$ cat config.mk
export PLATFORM = sky130hd
export DESIGN_NAME = dual_bank_irq_ctl
export DESIGN_NICKNAME = d
export VERILOG_FILES = /design/src/rtl/irqc_pkg.sv /design/src/rtl/irqc_bank.sv /design/src/rtl/irqc_regif.sv /design/src/rtl/dual_bank_irq_ctl.sv
export SDC_FILE = /design/constraint.sdc
export NUM_CORES = 1
export LEC_CHECK = 0
export BUFFER_PORTS_ARGS = -buffer_cell sky130_fd_sc_hd__buf_2
export CAP_MARGIN = 5
export CORE_MARGIN = 2
export CORE_UTILIZATION = 51
export DETAILED_ROUTE_END_ITERATION = 16
export PLACE_DENSITY = 0.81
export SYNTH_ARGS = -nofsm -noshare
export SYNTH_HDL_FRONTEND = slang
export SYNTH_SLANG_ARGS = --single-unit
$ cat constraint.sdc
create_clock -name clk -period 1.6 [get_ports clk]
set_input_delay 0.08 -clock clk [delete_from_list [all_inputs] [get_ports clk]]
set_output_delay 0.08 -clock clk [all_outputs]
set_load 0.01 [all_outputs]
$ cat src/rtl/irqc_pkg.sv
package irqc_pkg;
    localparam int BANK_W    = 32;
    localparam int NUM_BANKS = 2;
    localparam int ADDR_W    = 12;
    localparam int IDX_W     = ADDR_W - 4;
    localparam logic [ADDR_W-1:0] BANK_BASE = 12'h010;

    typedef enum logic [3:0] {
        OFS_EVENTS = 4'h0,
        OFS_MASK   = 4'h4,
        OFS_ACK    = 4'h8,
        OFS_LEVELS = 4'hC
    } reg_ofs_e;

    typedef struct packed {
        logic [BANK_W-1:0] events;
        logic [BANK_W-1:0] mask;
        logic [BANK_W-1:0] levels;
    } bank_state_t;

    function automatic logic [BANK_W-1:0] bswap(input logic [BANK_W-1:0] v);
        logic [BANK_W-1:0] r;
        for (int i = 0; i < BANK_W / 8; i++) begin
            r[i*8 +: 8] = v[(BANK_W/8 - 1 - i)*8 +: 8];
        end
        return r;
    endfunction
endpackage

$ cat src/rtl/irqc_bank.sv
module irqc_bank
    import irqc_pkg::*;
#(
    parameter logic [BANK_W-1:0] LVL_CFG = '0
) (
    input  logic              clk,
    input  logic              rst_n,
    input  logic [BANK_W-1:0] line_in,
    input  logic              mask_we,
    input  logic              ack_we,
    input  logic [BANK_W-1:0] wval,
    output logic [BANK_W-1:0] events,
    output logic [BANK_W-1:0] mask,
    output logic [BANK_W-1:0] levels,
    output logic              req
);
    bank_state_t       st_d, st_q;
    logic [BANK_W-1:0] rise;
    logic [BANK_W-1:0] clr;

    always_comb begin
        st_d        = st_q;
        rise        = line_in & ~st_q.levels & ~LVL_CFG;
        clr         = ack_we ? (wval & ~LVL_CFG) : '0;
        st_d.levels = line_in;
        if (mask_we) begin
            st_d.mask = wval;
        end
        st_d.events = (st_q.events & ~clr) | rise;
    end

    always_ff @(posedge clk or negedge rst_n) begin
        if (!rst_n) begin
            st_q <= '0;
        end else begin
            st_q <= st_d;
        end
    end

    assign events = st_q.events;
    assign mask   = st_q.mask;
    assign levels = st_q.levels;
    assign req    = |((st_q.events | (st_q.levels & LVL_CFG)) & st_q.mask);

    // levels track the sampled input lines
    a_r2_levels_follow: assert property (@(posedge clk) disable iff (!rst_n)
        1'b1 |=> levels == $past(line_in));

    // a latched event is kept unless an acknowledge occurs
    a_r3_event_held: assert property (@(posedge clk) disable iff (!rst_n)
        !ack_we |=> (events & $past(events)) == $past(events));

    // acknowledged bits clear unless a new edge arrives on them
    a_r4_ack_clears: assert property (@(posedge clk) disable iff (!rst_n)
        ack_we |=> (events & $past(wval & ~LVL_CFG & ~(line_in & ~levels))) == '0);

    // level-triggered bits never latch as events
    always @(posedge clk) begin
        if (rst_n) begin
            a_r5_level_no_event: assert ((events & LVL_CFG) == '0);
        end
    end
endmodule

$ cat src/rtl/irqc_regif.sv
module irqc_regif
    import irqc_pkg::*;
(
    input  logic                              clk,
    input  logic                              rst_n,
    input  logic [ADDR_W-1:0]                 addr,
    input  logic [BANK_W-1:0]                 wdata,
    input  logic                              we,
    input  logic                              re,
    input  logic [NUM_BANKS-1:0][BANK_W-1:0]  ev_i,
    input  logic [NUM_BANKS-1:0][BANK_W-1:0]  mk_i,
    input  logic [NUM_BANKS-1:0][BANK_W-1:0]  lv_i,
    output logic [NUM_BANKS-1:0]              mask_we,
    output logic [NUM_BANKS-1:0]              ack_we,
    output logic [BANK_W-1:0]                 wval,
    output logic [BANK_W-1:0]                 rdata
);
    logic [ADDR_W-1:0] rel;
    logic [IDX_W-1:0]  idx;
    logic              hit;
    logic [3:0]        ofs;
    logic [BANK_W-1:0] rval;

    always_comb begin
        rel  = addr - BANK_BASE;
        idx  = rel[ADDR_W-1:4];
        hit  = idx < IDX_W'(NUM_BANKS);
        ofs  = addr[3:0];
        wval = bswap(wdata);
        rval = '0;
        for (int b = 0; b < NUM_BANKS; b++) begin
            mask_we[b] = we && hit && (idx == IDX_W'(b)) && (ofs == OFS_MASK);
            ack_we[b]  = we && hit && (idx == IDX_W'(b)) && (ofs == OFS_ACK);
            if (hit && idx == IDX_W'(b)) begin
                case (ofs)
                    OFS_EVENTS: rval = ev_i[b];
                    OFS_MASK:   rval = mk_i[b];
                    OFS_LEVELS: rval = lv_i[b];
                    default:    rval = '0;
                endcase
            end
        end
        rdata = re ? bswap(rval) : '0;
    end

    // a read outside both banks returns zero
    a_r9_bad_bank_zero: assert property (@(posedge clk) disable iff (!rst_n)
        (re && ((addr < BANK_BASE) || (addr >= BANK_BASE + ADDR_W'(NUM_BANKS * 16))))
        |-> rdata == '0);

    // no write strobe reaches a bank outside the decoded window
    a_r9_strobe_onehot: assert property (@(posedge clk) disable iff (!rst_n)
        $onehot0({mask_we, ack_we}));
endmodule

$ cat src/rtl/dual_bank_irq_ctl.sv
module dual_bank_irq_ctl
    import irqc_pkg::*;
#(
    parameter logic [BANK_W-1:0] LVL_CFG_B0 = 32'h0000_0000,
    parameter logic [BANK_W-1:0] LVL_CFG_B1 = 32'h1FF0_0000
) (
    input  logic                        clk,
    input  logic                        rst_n,
    input  logic [NUM_BANKS*BANK_W-1:0] irq_in,
    input  logic [ADDR_W-1:0]           addr,
    input  logic [BANK_W-1:0]           wdata,
    input  logic                        we,
    input  logic                        re,
    output logic [BANK_W-1:0]           rdata,
    output logic                        irq_out
);
    typedef struct packed {
        logic irq;
    } top_state_t;

    logic [NUM_BANKS-1:0][BANK_W-1:0] ev, mk, lv;
    logic [NUM_BANKS-1:0]             mask_we, ack_we, req;
    logic [BANK_W-1:0]                wval;
    top_state_t                       top_d, top_q;

    irqc_regif u_regif (
        .clk     (clk),
        .rst_n   (rst_n),
        .addr    (addr),
        .wdata   (wdata),
        .we      (we),
        .re      (re),
        .ev_i    (ev),
        .mk_i    (mk),
        .lv_i    (lv),
        .mask_we (mask_we),
        .ack_we  (ack_we),
        .wval    (wval),
        .rdata   (rdata)
    );

    for (genvar b = 0; b < NUM_BANKS; b++) begin : g_bank
        localparam logic [BANK_W-1:0] CFG = (b == 0) ? LVL_CFG_B0 : LVL_CFG_B1;
        irqc_bank #(.LVL_CFG(CFG)) u_bank (
            .clk     (clk),
            .rst_n   (rst_n),
            .line_in (irq_in[(NUM_BANKS-1-b)*BANK_W +: BANK_W]),
            .mask_we (mask_we[b]),
            .ack_we  (ack_we[b]),
            .wval    (wval),
            .events  (ev[b]),
            .mask    (mk[b]),
            .levels  (lv[b]),
            .req     (req[b])
        );
    end

    always_comb begin
        top_d     = top_q;
        top_d.irq = |req;
    end

    always_ff @(posedge clk or negedge rst_n) begin
        if (!rst_n) begin
            top_q <= '0;
        end else begin
            top_q <= top_d;
        end
    end

    assign irq_out = top_q.irq;

    // output follows the bank requests one cycle later
    a_r6_irq_latency: assert property (@(posedge clk) disable iff (!rst_n)
        1'b1 |=> irq_out == $past(|req));
endmodule

==> impl_metrics.ini, run 1 <==
[detailed_routing]
drc = 0
vias = 9445
vias_per_cell = 6.844
routed_wl_um = 38850
drt_iter0_drc = 1539
first_pass_iters = 6
wl_per_cell_um = 28.15
antenna_left = 0

[power_and_ir_drop]
internal_power_w = 0.007781
p_seq_frac = 0.453
peakVddDrop_mv = 0.8456
clockPowerShare = 0.415
leakage_nw = 6.155
power_density_mw_per_mm2 = 774.2
switchingPower_w = 0.002817
swShare = 0.2658
p_comb_frac = 0.132

[die]
start_util = 0.5180
core-area_mm2 = 0.01718
rows = 48
die_h_um = 136.1
die_area_mm2 = 0.01852
ios = 145
die_x_um = 136.1

[sta]
rsz0062_at_grt = true
skew_ps = 17.59
finalSetupViolations = 80
slew_headroom = 0.6586
fmax_mhz = 483.7
final_max_slew_viol_count = 0
timing.final.crit_share = 1.292
worstMarginPinSlew_ps = 512.2
hold_viol_final = 0
worst_slack_ps = -467.4
period_needed_ps = 2067

[clock_tree]
htree_levels = 4
clkLatencyLatePin_ps = 450
clk_pin_slew_ps = 70
cts.path.max_buffers = 2
root_buffer = clkbuf_16
tritoncts = built
cts_buffers = 17
cts_sinks = 184

[placed_design]
dp.cells = 1220
dp_slack_ps = -495.6
dp_hpwl_um = 19910
numPortBuffers = 144
globalplace.congestion = 0.8714

[global_routing]
grt_pass1_wl_um = 51870
grt_pass1_vias = 9165
grt-ovfl-total = 0
antenna_found_initial = 0
grt.total_usage = 0.3709
grt_max_degree = 56

[synth]
synth_commonest_cells = 184 x dfrtp_1, 118 x mux2_2, 101 x o21ai_0, 80 x a22o_1
seq_area_frac_synth = 0.5175
netlist_area_mm2 = 0.008897
ys_async_sr_fraction = 1.000
yosysTopAreaCell = dfrtp_1
ys_types = 38
ys_ff_latch = 184
syn_inst = 784
ys_top_cells_by_area = dfrtp_1 52%, mux2_2 15%, a22o_1 7.9%
synth_edf_count = 0
synth_top_area_frac = 0.5175
synth_nets = 899
synth_ff_type = dfrtp_1
yosysMostFrequentCell = dfrtp_1
yosys_warnings = 0
synth.avg_cell_area_um2 = 11.35

[finish]
layout.cells.non_filler = 1380
nFillCells = 848
diodes = 0
drive_gt1_frac = 0.4719
syn2layout_area_growth_pct = 53.86
fin_nets = 1257

[worst_setup_path]
endpoint_kind = primary output
worstSetupPathType = reg -> out
worstPathMaxFanout = 2
rr_startpoint = g_bank[0].u_bank.mask[29]
crit_chain = buf_4 > mux2_2 > a22o_1 > a22oi_1 > nor2_4 > buf_6
cp_num_buf_inv = 2
cpLargestDelayFamily = compound AO/OA/AOI/OAI gates
startpoint_type = register
worst_path_largest_cell_delay_ps = 410
cp_slowest_cell = dfrtp_1
cp_data_required_time_ps = 1520
arrival_ps = 1990
cp-startpoint = g_bank[1].u_bank.mask[11]

[run_status]
status = finished with violations
violations = negative setup slack

[flow_run]
max_cap_viol_count = 0

[hold_path]
hold_path_class = in -> async
## power groups by stage
stage / clock, W / sequential (W) / combinational (W)
after floorplan: 0 / 0.00486 / 0.000425
after global placement: 0 / 0.00487 / 0.000983
after detailed placement: 0 / 0.00488 / 0.00101
after CTS: 0.00429 / 0.00479 / 0.00127
after global routing: 0.00456 / 0.00481 / 0.00144
final: 0.00440 / 0.00480 / 0.00140
## logic make-up after synthesis
group	share of synthesized area
flip-flops	0.5175
adder cells (fa/ha/maj)	0.004219
AO/OA/AOI/OAI	0.1877
buffers and inverters	0.05991
XOR/XNOR	0.0009846
multiplexers	0.1519
AND/OR/NAND/NOR	0.07777
## repair_timing
item / 4_1_cts / 5_1_grt
pin swaps: 35 / 36
gates cloned: 1 / 4
endpoints found under the hold margin: 367 / 0
buffers inserted: 23 / 10
gates resized for setup: 107 / 100
endpoints found under the setup margin: 33 / 152
hold buffers: 97 / 0
## layer usage
layer	part of all wire	wire (um)	vias up	global-route usage
met4	0.064	2499	0	0.1834
met1	0.35	13420	4522	0.4812
met3	0.13	5142	283	0.09694
met5	0	0	-	0
li1	-	-	3648	-
met2	0.46	17780	992	0.5784
## sequential cells by signal (all words and copies together) (netlist names)
register	cells
irq_out	1
g_bank.u_bank.levels	64
g_bank.u_bank.mask	64
g_bank.u_bank.events	55
## stage by stage
step	hold slack, ps	TNS (ps)	power, W	instance area (um2)	util
detailed placement	-53.69	-44050	0.005882	11040	0.6427
floorplan	-215.6	-23.38	0.005282	9095	-
global route	58.40	-16840	0.01081	13690	0.7970
global placement	-58.49	-36910	0.005858	11040	0.6427
finish	47.56	-14260	0.01060	13690	0.7970
CTS	58.39	-14180	0.01035	13100	0.7625
## area by class of cell
class	count	area, um2	area share
clock buffer	19	452.9	0.03309
clock inverter	13	142.6	0.01042
inverter	59	229.0	0.01673
multi-input combinational	482	4393	0.3209
sequential	184	4604	0.3363
tap	225	281.5	0.02056
timing repair buffer	398	3586	0.2620
## layout by cell type (no fill, tap or decap), types with 6 or more instances in the layout
cell and instances:
o21ai_0 53, dlygate4sd3_1 97, o21ai_2 6, o21ai_1 52, nor2_4 31, buf_12 26
mux2_2 92, nand4_1 59, buf_6 52, a22o_1 80, buf_4 104, clkbuf_16 21
mux2_4 28, dfrtp_1 184, a221oi_2 8, a221oi_1 8, buf_2 111, inv_1 57
a22oi_2 29
## worst paths after layout
path                                                    end  slack (ps)  depth (start not counted)
worst max-delay path                              rdata[19]        -470                          6
worst min-delay path             g_bank[1].u_bank.events[5]          50                          2
worst max register to register                      irq_out        -330                          5
worst min register to register   g_bank[0].u_bank.events[4]         440                          1
max in group asynchronous       g_bank[0].u_bank.levels[29]         870                          3
min in group clk                g_bank[1].u_bank.levels[21]         270                          2
## worst reg2reg max path: stages (launching register included)
cell and delay, ps:
dfrtp_1 400, buf_4 160, a22o_1 180, a221oi_1 400
nand4_1 220, or4_1 440
Power figures use the tool's default switching activity.
==> run 2, diff against run 1 <==
Settings changed: MAX_ROUTING_LAYER set to met4.
==> run 2 against run 1 <==
- the flow still finishes with violations (negative setup slack)
- routed wire length fell by 0.80%
- sequential share of layout area barely moved
- clock skew fell by 1.5 ps
- largest power group unchanged
- total power fell by 0.33%
- final area barely moved
- hold slack improved by 9.1 ps
- core utilization barely moved
- final cell count did not move
- sequential cell count did not move
- die area did not move
- first-iteration DRC count rose by 1.2%
==> impl_metrics.ini, run 2 (synthesized netlist as in run 1, its figures left out) <==
[run_status]
status = finished with violations
violations = negative setup slack

[worst_setup_path]
worstPathMaxFanout = 2
arrival_ps = 1980
crit_chain = buf_4 > mux2_2 > a22o_1 > a22oi_1 > nor2_4 > buf_6
rr_startpoint = g_bank[0].u_bank.mask[26]
endpoint_kind = primary output
cp_data_required_time_ps = 1520
cp_slowest_cell = dfrtp_1
worst_path_largest_cell_delay_ps = 410
startpoint_type = register
r2r_cells = 5
worstSetupPathType = reg -> out
cp-startpoint = g_bank[1].u_bank.mask[11]

[die]
rows = 48
die_x_um = 136.1
ios = 145
die_h_um = 136.1
die_area_mm2 = 0.01852
start_util = 0.5180
core-area_mm2 = 0.01718

[detailed_routing]
drc = 0
antenna_left = 0
wl_per_cell_um = 27.92
vias = 9402
routed_wl_um = 38540
drt_iter0_drc = 1557
vias_per_cell = 6.813
first_pass_iters = 6

[global_routing]
grt-ovfl-total = 0
grt_pass1_vias = 9159
grt.total_usage = 0.3814
antenna_found_initial = 0
grt_pass1_wl_um = 51810
grt_max_degree = 56

[power_and_ir_drop]
power_density_mw_per_mm2 = 771.8
leakage_nw = 6.153
p_seq_frac = 0.455
peakVddDrop_mv = 0.8074
switchingPower_w = 0.002781
internal_power_w = 0.007782
swShare = 0.2633
p_total_w = 0.01056
clockPowerShare = 0.414
p_comb_frac = 0.132

[placed_design]
numPortBuffers = 144
dp_slack_ps = -495.6
placed_area_mm2 = 0.01104
dp_hpwl_um = 19910
globalplace.congestion = 0.8897

[sta]
worst_slack_ps = -455.3
final.setup.tns_ps = -17420
worstMarginPinSlew_ps = 615.0
rsz0062_at_grt = true
hold_viol_final = 0
period_needed_ps = 2055
skew_ps = 16.08
final_max_slew_viol_count = 0
slew_headroom = 0.5900
finalSetupViolations = 100
fmax_mhz = 486.6
timing.final.crit_share = 1.285

[clock_tree]
cts_sinks = 184
clkLatencyLatePin_ps = 450
tritoncts = built
cts.path.max_buffers = 2
htree_levels = 4
root_buffer = clkbuf_16
cts_buffers = 17
clk_pin_slew_ps = 70

[finish]
final_util = 0.7968
nFillCells = 843
final_common_cell = dfrtp_1
drive_gt1_frac = 0.4719
final_cell_mix = 184 x dfrtp_1, 111 x buf_2, 105 x buf_4, 97 x dlygate4sd3_1, 92 x mux2_2
stdcell_area_mm2 = 0.01369
fin_nets = 1257
syn2layout_area_growth_pct = 53.82
diodes = 0

[flow_run]
max_cap_viol_count = 0

[hold_path]
hold_path_class = in -> async
## run 2: cell types whose count changed in the layout (fill, tap and decap cells not counted)
cell   before  now
buf_4     104  105
buf_6      52   51
## run 2: stage by stage
step	instances	hold slack, ps
after floorplan	784	-215.6
after global placement	1220	-58.49
after detailed placement	1220	-53.69
after CTS	1371	58.39
after global routing	1380	62.08
final	1380	56.66
## run 2: layout make-up
type	count	area [um2]	area share
well taps	225	281.5	0.02057
clock buffers	19	452.9	0.03310
multi-input cells	482	4393	0.3210
repair buffers	398	3582	0.2617
flip-flops and latches	184	4604	0.3364
clock inverters	13	142.6	0.01042
inverters	59	229.0	0.01673
## run 2: worst max-delay path: cells and delay by family, from the launching register on
family	cells	cell delay [ps]
AOI/OAI and AO/OA	2	500
DFF	1	410
buffers and inverters	2	280
muxes	1	260
and+or+nand+nor	1	70
## run 2: timing repair
action	CTS	global route
cloned	1	4
resized for setup	107	99
pin swaps	35	34
buffers inserted	23	10
hold buffers	97	0
setup endpoints to repair	33	152
hold endpoints to repair	367	0
## run 2: metal layers
layer | global-route usage | routed length [um] | share of wire
met5 | - | 0 | 0
met4 | 0.1875 | 2594 | 0.067
met3 | 0.09993 | 4976 | 0.13
met2 | 0.5743 | 17540 | 0.46
met1 | 0.4797 | 13430 | 0.35
## run 2: path summary, 6_finish.rpt
check | endpoint | slack (ps)
setup / recovery | rdata[19] | -460
hold / removal | g_bank[0].u_bank.events[2] | 60
setup reg to reg | irq_out | -320
hold reg to reg | g_bank[0].u_bank.events[4] | 440
max in group asynchronous | g_bank[0].u_bank.levels[31] | 880
min in group clk | g_bank[1].u_bank.levels[21] | 280
## run 2: power groups by stage
stage	sequential [W]	clock, W	combinational [W]
6_report	0.00480	0.00437	0.00139
5_1_grt	0.00481	0.00455	0.00144
4_1_cts	0.00479	0.00429	0.00127
3_5_place_dp	0.00488	0	0.00101
3_3_place_gp	0.00487	0	0.000983
2_1_floorplan	0.00486	0	0.000425
==> run 3, diff against run 2 <==
Settings changed: CORE_MARGIN 2 to not set.
==> run 3 against run 2 <==
- the flow still finishes with violations (negative setup slack)
- sequential power barely moved
- clock power barely moved
- setup slack got worse by 22 ps
- register-to-register slack got worse by 100 ps
- final cell count fell by 0.94%
- via count rose by 0.27%
- sequential cell count did not move
- clock skew fell by 7.9 ps
- core utilization fell by 0.12 points
- fmax fell by 1.1%
- combinational power barely moved
==> impl_metrics.ini, run 3 (synthesized netlist as in run 1, its figures left out) <==
[clock_tree]
clk_pin_slew_ps = 80
htree_levels = 4
clkLatencyLatePin_ps = 450
cts_sinks = 184
root_buffer = clkbuf_16
cts_buffers = 17
cts.path.max_buffers = 2
tritoncts = built

[placed_design]
globalplace.congestion = 0.9072
dp_hpwl_um = 19970
placed_area_mm2 = 0.01102
numPortBuffers = 144

[finish]
final_common_cell = dfrtp_1
nFillCells = 876
stdcell_area_mm2 = 0.01338
final_util = 0.7956
fin_nets = 1251
drive_gt1_frac = 0.4577
diodes = 0
syn2layout_area_growth_pct = 50.39
final_cell_mix = 184 x dfrtp_1, 124 x buf_2, 103 x buf_4, 98 x o21ai_0, 97 x dlygate4sd3_1

[global_routing]
grt-ovfl-total = 0
grt_pass1_vias = 9308
grt.total_usage = 0.3968
antenna_found_initial = 0
grt_pass1_wl_um = 52260
grt_max_degree = 52

[worst_setup_path]
cpLargestDelayFamily = compound AO/OA/AOI/OAI gates
startpoint_type = register
crit_chain = mux2_2 > a22o_1 > a22oi_1 > nor2_1 > buf_2
arrival_ps = 2000
worst_path_largest_cell_delay_ps = 440
worstPathMaxFanout = 3
cp_num_buf_inv = 1
cp_data_required_time_ps = 1520
cp_slowest_cell = dfrtp_1
endpoint_kind = primary output
worstSetupPathType = reg -> out

[detailed_routing]
antenna_left = 0
routed_wl_um = 37280
drt_iter0_drc = 1341
vias = 9427
drc = 0
vias_per_cell = 6.896
wl_per_cell_um = 27.27
first_pass_iters = 6

[run_status]
status = finished with violations
violations = negative setup slack

[power_and_ir_drop]
leakage_nw = 6.087
p_comb_frac = 0.130
p_seq_frac = 0.457
peakVddDrop_mv = 0.8488
power_density_mw_per_mm2 = 785.0
internal_power_w = 0.007802
switchingPower_w = 0.002702
swShare = 0.2572
clockPowerShare = 0.413

[die]
rows = 47
die_h_um = 134.1
die_x_um = 134.1
core-area_mm2 = 0.01682
start_util = 0.5290
die_area_mm2 = 0.01798
ios = 145

[sta]
final.setup.tns_ps = -11280
timing.final.crit_share = 1.299
finalSetupViolations = 38
slew_headroom = 0.6347
period_needed_ps = 2078
final_max_slew_viol_count = 0
hold_viol_final = 0
skew_ps = 8.222
fmax_mhz = 481.3
hold-worst-slack_ps = 70.18
rsz0062_at_grt = true
worstMarginPinSlew_ps = 547.9
worst_slack_ps = -477.6

[flow_run]
max_cap_viol_count = 0

[hold_path]
hold_path_class = in -> async
## run 3: cell count changes in the layout (fill, tap and decap cells not counted), sizes merged
cell | previous run | this run
buf | 297 | 293
clkbuf | 23 | 22
clkinv | 2 | 4
clkinvlp | 5 | 2
inv | 63 | 61
## run 3: power groups by stage
stage          Clock, W  Combinational, W  Sequential, W
3_5_place_dp          0           0.00102        0.00488
4_1_cts         0.00426           0.00126        0.00479
3_3_place_gp          0          0.000997        0.00487
5_1_grt         0.00451           0.00142        0.00480
6_report        0.00434           0.00136        0.00480
2_1_floorplan         0          0.000425        0.00486
## run 3: per-stage QoR
step                      setup WS (ps)  instances  total power (W)
final                            -477.6       1367          0.01050
after global routing             -542.8       1367          0.01073
after CTS                        -337.4       1354          0.01031
after detailed placement         -485.1       1215         0.005897
after global placement           -428.7       1215         0.005871
after floorplan                  -4.676        784         0.005282
## run 3: timing repair
action | 4_1_cts | 5_1_grt
setup buffers | 10 | 12
gates cloned | 2 | 2
endpoints found under the setup margin | 33 | 37
hold buffers | 97 | 0
pin swaps | 25 | 23
endpoints found under the hold margin | 367 | 0
resized for setup | 68 | 52
## run 3: layout make-up
| class | instances | area, um2 | area share |
|---|---|---|---|
| Clock buffer | 20 | 466.7 | 0.03488 |
| Clock inverter | 10 | 120.1 | 0.008977 |
| Inverter | 59 | 226.5 | 0.01693 |
| Multi-Input combinational cell | 482 | 4287 | 0.3204 |
| Sequential cell | 184 | 4604 | 0.3441 |
| Tap cell | 220 | 275.3 | 0.02057 |
| Timing Repair Buffer | 392 | 3401 | 0.2542 |
## run 3: layer usage
metal / up-vias / track usage / part of all wire / wire (um)
met5: - / - / 0 / 0
met4: 0 / 0.1954 / 0.073 / 2709
met3: 293 / 0.09524 / 0.12 / 4504
met2: 941 / 0.6062 / 0.45 / 16850
met1: 4543 / 0.4956 / 0.35 / 13220
li1: 3650 / - / - / -
## run 3: path summary, 6_finish.rpt
| kind | to | slack, ps | from | cells after the start |
|---|---|---|---|---|
| worst min register to register | g_bank[0].u_bank.events[12] | 460 | g_bank[0].u_bank.levels[12] | 1 |
| min in group clk | g_bank[1].u_bank.levels[28] | 270 | irq_in[28] | 2 |
| worst max-delay path | rdata[0] | -480 | g_bank[0].u_bank.mask[24] | 5 |
| max in group asynchronous | g_bank[0].u_bank.events[23] | 870 | rst_n | 3 |
| worst max register to register | irq_out | -420 | g_bank[1].u_bank.mask[11] | 5 |
| worst min-delay path | g_bank[1].u_bank.events[2] | 70 | rst_n | 2 |
